==> config.mk <==
export PLATFORM = sky130hd
export DESIGN_NAME = dp_req_link
export DESIGN_NICKNAME = d
export VERILOG_FILES = /design/src/rtl/dp_req_pkg.sv /design/src/rtl/dp_phase_cnt.sv /design/src/rtl/dp_req_tx.sv /design/src/rtl/dp_req_rx.sv /design/src/rtl/dp_req_link.sv
export SDC_FILE = /design/constraint.sdc
export NUM_CORES = 1
export LEC_CHECK = 0
export BUFFER_PORTS_ARGS = -buffer_cell sky130_fd_sc_hd__buf_2
export CELL_PAD_IN_SITES_DETAIL_PLACEMENT = 1
export CELL_PAD_IN_SITES_GLOBAL_PLACEMENT = 1
export CORE_ASPECT_RATIO = 0.5
export CORE_UTILIZATION = 42
export CTS_BUF_LIST = sky130_fd_sc_hd__clkbuf_16
export CTS_CLUSTER_SIZE = 28
export DETAILED_ROUTE_END_ITERATION = 12
export PLACE_DENSITY = 0.8
export SLEW_MARGIN = 0
export SYNTH_ARGS = -nofsm -noshare
export SYNTH_HDL_FRONTEND = slang
export SYNTH_SLANG_ARGS = --single-unit
==> constraint.sdc <==
create_clock -name clk_i -period 2.3 [get_ports clk_i]
set_clock_uncertainty 0.1 [all_clocks]
set_input_delay 0.115 -clock clk_i [delete_from_list [all_inputs] [get_ports clk_i]]
set_output_delay 0.115 -clock clk_i [all_outputs]
set_load 0.05 [all_outputs]
==> src/rtl/dp_req_pkg.sv <==
package dp_req_pkg;
  localparam int STRB_LINES = 2;
  typedef enum logic [1:0] {EDGE_NONE, EDGE_FALL, EDGE_RISE} strb_edge_e;
endpackage

==> src/rtl/dp_phase_cnt.sv <==
module dp_phase_cnt #(
  parameter int RATIO = 4,
  localparam int PW = (RATIO > 1) ? $clog2(RATIO) : 1
) (
  input  logic          clk_i,
  input  logic          rst_ni,
  output logic [PW-1:0] phase_o
);
  localparam logic [PW-1:0] LAST = PW'(RATIO - 1);

  always_ff @(posedge clk_i or negedge rst_ni) begin
    if (!rst_ni)               phase_o <= '0;
    else if (phase_o == LAST)  phase_o <= '0;
    else                       phase_o <= phase_o + 1'b1;
  end


  phase_wrap_chk: assert property (@(posedge clk_i) disable iff (!rst_ni)
    phase_o == LAST |=> phase_o == '0);
endmodule

==> src/rtl/dp_req_tx.sv <==
module dp_req_tx #(
  parameter int W     = 16,
  parameter int RATIO = 4,
  parameter int LINES = dp_req_pkg::STRB_LINES,
  localparam int PW   = (RATIO > 1) ? $clog2(RATIO) : 1
) (
  input  logic             clk_i,
  input  logic             rst_ni,
  input  logic [PW-1:0]    phase_i,
  input  logic             req_valid_i,
  input  logic [W-1:0]     pkt_a_i,
  input  logic [W-1:0]     pkt_b_i,
  output logic             req_ready_o,
  output logic             start_n_o,
  output logic [LINES-1:0] strb_n_o,
  output logic [W-1:0]     pkt_o
);
  localparam logic [PW-1:0] LAST    = PW'(RATIO - 1);
  localparam logic [PW-1:0] FALL_PH = PW'(RATIO / 4);
  localparam logic [PW-1:0] RISE_PH = PW'(3 * RATIO / 4);
  localparam logic [PW-1:0] MID_PH  = PW'(RATIO / 2);
  localparam int            HALF    = RATIO / 2;

  logic         active_q;
  logic [W-1:0] a_q, b_q;
  logic         strb_low;

  assign req_ready_o = (phase_i == LAST);

  always_ff @(posedge clk_i or negedge rst_ni) begin
    if (!rst_ni) begin
      active_q <= 1'b0;
      a_q      <= '0;
      b_q      <= '0;
    end else if (req_ready_o) begin
      active_q <= req_valid_i;
      if (req_valid_i) begin
        a_q <= pkt_a_i;
        b_q <= pkt_b_i;
      end
    end
  end

  assign start_n_o = !(active_q && phase_i == '0);
  assign strb_low  = active_q && phase_i >= FALL_PH && phase_i < RISE_PH;
  assign pkt_o     = !active_q ? '0 : (phase_i < MID_PH) ? a_q : b_q;

  // one driver per strobe line, all on the same waveform
  for (genvar l = 0; l < LINES; l++) begin : g_strb
    assign strb_n_o[l] = !strb_low;
  end

  logic [PW:0] low_cnt_q;
  always_ff @(posedge clk_i or negedge rst_ni) begin
    if (!rst_ni)              low_cnt_q <= '0;
    else if (strb_n_o != '1)  low_cnt_q <= low_cnt_q + 1'b1;
    else                      low_cnt_q <= '0;
  end


  strb_width_chk: assert property (@(posedge clk_i) disable iff (!rst_ni)
    strb_n_o != '1 |-> low_cnt_q < (PW+1)'(HALF));

  strb_follows_start_chk: assert property (@(posedge clk_i) disable iff (!rst_ni)
    !start_n_o |-> strb_n_o == '1);

  start_single_chk: assert property (@(posedge clk_i) disable iff (!rst_ni)
    !start_n_o |=> start_n_o);
endmodule

==> src/rtl/dp_req_rx.sv <==
module dp_req_rx #(
  parameter int W     = 16,
  parameter int LINES = dp_req_pkg::STRB_LINES
) (
  input  logic             clk_i,
  input  logic             rst_ni,
  input  logic             rx_start_n_i,
  input  logic [LINES-1:0] rx_strb_n_i,
  input  logic [W-1:0]     rx_pkt_i,
  output logic             rx_valid_o,
  output logic [2*W-1:0]   rx_req_o,
  output logic             rx_err_o
);
  import dp_req_pkg::*;

  logic         strb_hi, prev_q, armed_q, have_a_q;
  logic [W-1:0] a_q;
  strb_edge_e   edge_e;

  assign strb_hi = &rx_strb_n_i;

  always_comb begin
    edge_e = EDGE_NONE;
    if (prev_q && !strb_hi)      edge_e = EDGE_FALL;
    else if (!prev_q && strb_hi) edge_e = EDGE_RISE;
  end

  always_ff @(posedge clk_i or negedge rst_ni) begin
    if (!rst_ni) begin
      prev_q     <= 1'b1;
      armed_q    <= 1'b0;
      have_a_q   <= 1'b0;
      a_q        <= '0;
      rx_req_o   <= '0;
      rx_valid_o <= 1'b0;
      rx_err_o   <= 1'b0;
    end else begin
      prev_q     <= strb_hi;
      rx_valid_o <= 1'b0;
      rx_err_o   <= 1'b0;
      if (!rx_start_n_i) armed_q <= 1'b1;
      unique case (edge_e)
        EDGE_FALL: if (armed_q) begin
          a_q      <= rx_pkt_i;
          have_a_q <= 1'b1;
          armed_q  <= 1'b0;
        end
        EDGE_RISE: if (have_a_q) begin
          rx_req_o   <= {a_q, rx_pkt_i};
          rx_valid_o <= 1'b1;
          have_a_q   <= 1'b0;
        end else begin
          rx_err_o <= 1'b1;
        end
        default: ;
      endcase
    end
  end


  valid_err_excl_chk: assert property (@(posedge clk_i) disable iff (!rst_ni)
    rx_valid_o |-> !rx_err_o);

  valid_pulse_chk: assert property (@(posedge clk_i) disable iff (!rst_ni)
    rx_valid_o |=> !rx_valid_o);

  valid_after_rise_chk: assert property (@(posedge clk_i) disable iff (!rst_ni)
    rx_valid_o |-> $past(strb_hi) && !$past(prev_q));
endmodule

==> src/rtl/dp_req_link.sv <==
module dp_req_link #(
  parameter int W     = 16,
  parameter int RATIO = 4,
  parameter int LINES = dp_req_pkg::STRB_LINES
) (
  input  logic             clk_i,
  input  logic             rst_ni,
  input  logic             req_valid_i,
  input  logic [W-1:0]     pkt_a_i,
  input  logic [W-1:0]     pkt_b_i,
  output logic             req_ready_o,
  output logic             start_n_o,
  output logic [LINES-1:0] strb_n_o,
  output logic [W-1:0]     pkt_o,
  input  logic             rx_start_n_i,
  input  logic [LINES-1:0] rx_strb_n_i,
  input  logic [W-1:0]     rx_pkt_i,
  output logic             rx_valid_o,
  output logic [2*W-1:0]   rx_req_o,
  output logic             rx_err_o
);
  localparam int PW = (RATIO > 1) ? $clog2(RATIO) : 1;

  logic [PW-1:0] phase;

  dp_phase_cnt #(.RATIO(RATIO)) i_phase (
    .clk_i, .rst_ni, .phase_o(phase)
  );

  dp_req_tx #(.W(W), .RATIO(RATIO), .LINES(LINES)) i_tx (
    .clk_i, .rst_ni, .phase_i(phase), .req_valid_i, .pkt_a_i, .pkt_b_i,
    .req_ready_o, .start_n_o, .strb_n_o, .pkt_o
  );

  dp_req_rx #(.W(W), .LINES(LINES)) i_rx (
    .clk_i, .rst_ni, .rx_start_n_i, .rx_strb_n_i, .rx_pkt_i,
    .rx_valid_o, .rx_req_o, .rx_err_o
  );
endmodule

* Word-level counts from Yosys, hierarchy flattened
Cells that the tools add are included.
Storage, ports and cells: bits in registers 88, input bits 54, output and inout port bits 54, word-level logic and storage cells 49
Operators by class: add/sub/neg operators 1, $lt $le $gt $ge 3, equality and inequality tests 4, multiplexer cells 14, reductions and logical operators 16
Operators with widths (number):
- $mux 16 | 2
- $reduce_and 2->1 | 5
- $mux 1 | 8
- $mux 2 | 3
- $logic_and 1x1->1 | 5
- $eq 2x2->1 const B | 2
- $logic_not 1->1 | 4
- $lt 2x2->1 const B | 2
- $add 2x1->2 const B | 1
- $eq 2x1->1 const B | 1
- $ge 2x1->1 const B | 1
- $logic_not 2->1 | 1
- $ne 2x1->1 const B | 1
- $pmux 1 s2 | 1
- $reduce_bool 2->1 | 1

* Logic depth before layout (Yosys ltp)
depth in word-level cells 7, gate-level depth with buffers 6, depth with buffers taken out 3

* Hierarchy
From an unflattened synthesis, not the netlist that was laid out.
Unflattened totals: cell total of the unflattened synthesis 232, area total of the unflattened synthesis 3714.8 sq um
Modules (own cells, without submodules):
- dp_req_rx | instances 1, cells each 117, area each 2015.7 sq um
- dp_req_tx | instances 1, cells each 111, area each 1632.8 sq um
- dp_phase_cnt | instances 1, cells each 4, area each 66.3 sq um

* Worst setup path after synthesis
OpenSTA, ideal clock, no wires.
path type flip-flop to output port, from register i_phase.phase_o[1], to output port strb_n_o[1], arrival 1.898 ns, required time 2.085 ns, path slack 0.187 ns, stages on the path, launching flop included 7, path buffers 3, cells stage by stage dfrtp_1 -> buf_2 -> buf_4 -> inv_1 -> ha_1 -> or3b_2 -> buf_4
Between the ends: longest elaborated chain between the ends 4
Ends and longest elaborated chain:
- start: declaration | RTL line dp_phase_cnt.sv:7 | output logic [PW-1:0] phase_o
- start signal: assignment | RTL line dp_phase_cnt.sv:14 | else phase_o <= phase_o + 1'b1;
- $ge 2x1->1 | RTL line dp_req_tx.sv:45 | assign strb_low = active_q && phase_i >= FALL_PH && phase_i < RISE_PH;
- $logic_and 1x1->1 | RTL line dp_req_tx.sv:45
- $logic_and 1x1->1 (*) | RTL line dp_req_tx.sv:45
- $logic_not 1->1 (*)
- end: declaration | RTL line dp_req_link.sv:13 | output logic [LINES-1:0] strb_n_o,
Mark *: on every way between the ends. The rest lies on a longest branch, timed or not.

* Worst setup path after layout
from register i_phase.phase_o[1], to output port strb_n_o[0]
Between the ends: longest elaborated chain between the ends 4
Ends and longest elaborated chain:
- $ge 2x1->1 | RTL line dp_req_tx.sv:45
- $logic_and 1x1->1 | RTL line dp_req_tx.sv:45
- $logic_and 1x1->1 (*) | RTL line dp_req_tx.sv:45
- $logic_not 1->1 (*) | RTL line dp_req_tx.sv:50 | assign strb_n_o[l] = !strb_low;
Marked as above.

==> impl_metrics.ini <==
[final_layout]
syn_to_final_growth_pct = 39.1
diodes = 0
layout-drive-gt1-share_pct = 52.5
final_cell_area_um2 = 5190
fin_nets = 457
fin_util_pct = 62.6
final.fill_count = 832
fin_cells = 516

[timing]
worst_slack_ps = 268
hold_viol_final = 0
setup_viol = 0
min_period_ps = 2030
setup-tns-final_ps = 0
rsz0062_at_grt = no
final.period_utilization_pct = 88.3
worst_pin_slew_ps = 551
maxSlewHeadroom_pct = 63.3
maxSlewViolCount = 0
fmax_mhz = 492

[synth]
synthFlopType = dfrtp_1
ys.warnings.count = 0
syn-cell-area_um2 = 3730
avgSynthCellArea_um2 = 16.0
synth_fp_nets = 291
synth-edff-count = 0
synth.ff_latch_count = 88
syn_inst = 233
async_flop_share_pct = 100
ys_types = 21
synth_seq_area_share_pct = 59.1

[worst_setup_path]
rrSetupSlack_ps = 540
crit_chain = buf_4, ha_1, or3b_2, buf_2
end_kind = primary output
reg2reg_from = i_rx.have_a_q$_DFFE_PN0P_
crit_path_start_kind = flip-flop
crit_fanout = 9
critPathKind = reg -> out
cp.arrival_ps = 1820
cp_slowest_cell = or3b_2
critPathMaxStageDelay_ps = 460
required_ps = 2090
startpoint = i_phase.phase_o[1]$_DFF_PN0_

[global_routing]
first_global_vias = 2820
track_usage_pct = 22.6
grt_max_degree = 65
antenna_found_initial = 0
grt_overflow = 0
grt_pass1_wl_um = 15200

[floorplan]
initial_utilization_pct = 45.0
die_y_um = 68.6
die_w_um = 135
num_rows = 23
io_pins = 108
fp.coreArea_um2 = 8290
dieArea_um2 = 9280

[detailed_routing]
drt-met1-wl_um = 3810
top_layer = met4
wl_met2_um = 5400
wl_per_cell_um = 18.7
vias_per_cell = 4.73
via_count = 2442
drt_first_pass_iters = 4
drt_iter0_drc = 90
drt-total-wl_um = 9630
drc = 0
detail-route-antenna-nets = 0
wl_met3_um = 263

[placement]
dpl.cell_count = 447
dpl.hpwl_um = 5750
placed_area_um2 = 4390
place_congestion = 0.709
place_ws_ps = 556
port_buffers = 107

[power_and_ir_drop]
p_leak_uw = 0.00252
ir_drop_v = 0.000706
power-per-cell-area_nw_per_um2 = 1030

[clocking]
path_clk_slew_ps = 60
post_cts_resized = 0
cts_tree = yes
clk_latency_ps = 320
cts_root_buf = clkbuf_16
cts_buffer_depth = 2
h-tree-depth = 3
cts_inserted_buffers = 9
cts.sinks = 88

[run]
drv_cap = 0

[min_path]
min_path_type = in -> reg
min_from = rx_strb_n_i[0]

[outcome]
status = complete, no violations
## layout by cell type (no fill, tap or decap), drive strengths merged
cell / n
buf: 113
dfrtp: 87
mux2: 81
dlygate4sd3: 53
mux2i: 16
nor2b: 16
clkbuf: 9
inv: 6
nand2: 5
ha: 4
clkinv: 4
clkinvlp: 2
nand3: 2
nor2: 1
nand4b: 1
a21boi: 1
nor3: 1
or3b: 1
dfstp: 1
## layout make-up
class,count,area (um^2),area share (%)
Inverter,5,18.8,0.362
Multi-Input combinational cell,129,1420,27.4
Clock buffer,9,225,4.34
Sequential cell,88,2200,42.5
Tap cell,112,140,2.70
Timing Repair Buffer,166,1140,21.9
Clock inverter,7,40.0,0.771
## layer usage
layer / global-route usage [%] / up-vias
li1: - / 1135
met1: 24.3 / 1238
met2: 45.3 / 54
met3: 5.41 / 15
met4: 6.32 / 0
met5: 0 / -
## synth_stat cells (2+ instances only)
cell type  number  area share, %
dfrtp_1        87             58
mux2_2         52             16
mux2_4         29             12
mux2i_1        16            4.3
nor2b_1        16            2.7
inv_1           5           0.50
buf_2           4           0.54
buf_6           4            1.2
ha_1            4            1.3
nand2_1         4           0.40
buf_4           2           0.40
## critical path, delay by kind of cell, from the launching register on
| family | cells | cell delay (ps) |
|---|---|---|
| simple gates | 1 | 460 |
| fa+ha+maj | 1 | 230 |
| flops | 1 | 390 |
| buf+inv | 2 | 420 |
## what timing repair did
action                                 CTS  global route
endpoints found under the hold margin  155             0
buffers inserted                         0             0
hold buffers                            53             0
## cell families after synthesis
logic type	Yosys count	synth area share, %
and+or+nand+nor	27	4.96
buffers and inverters	16	2.75
DFF	88	59.1
AOI/OAI and AO/OA	1	0.201
adders and majority gates	4	1.34
muxes	97	31.7
## flip-flops by register name, indices dropped and copies added (netlist names)
register	flops
i_rx.rx_valid_o	1
i_tx.b_q	16
i_tx.a_q	16
i_rx.a_q	16
i_rx.rx_err_o	1
i_phase.phase_o	2
i_rx.have_a_q	1
i_rx.armed_q	1
i_rx.prev_q	1
i_rx.rx_req_o	32
i_tx.active_q	1
## path summary, 6_finish.rpt
check	end	depth (start not counted)
setup / recovery	strb_n_o[0]	4
hold / removal	i_rx.rx_err_o$_DFF_PN0_	3
setup reg to reg	i_rx.rx_req_o[27]$_DFFE_PN0P_	3
hold reg to reg	i_rx.rx_req_o[20]$_DFFE_PN0P_	1
max in group asynchronous	i_tx.b_q[13]$_DFFE_PN0P_	3
min in group asynchronous	i_rx.rx_req_o[1]$_DFFE_PN0P_	2
## power by group
group	total (uW)	leakage (uW)	switching, uW	internal [uW]
registers	2150	0.00104	243	1910
logic	1920	0.00136	1250	675
clock network	1290	0.000128	574	720
## stage by stage
| step | hold slack (ps) | power, uW |
|---|---|---|
| floorplan | -281 | 3490 |
| global placement | -65.1 | 3900 |
| detailed placement | -61.5 | 3990 |
| CTS | 29.0 | 5380 |
| global route | 30.2 | 5580 |
| finish | 35.1 | 5360 |
Power figures use the tool's default switching activity.
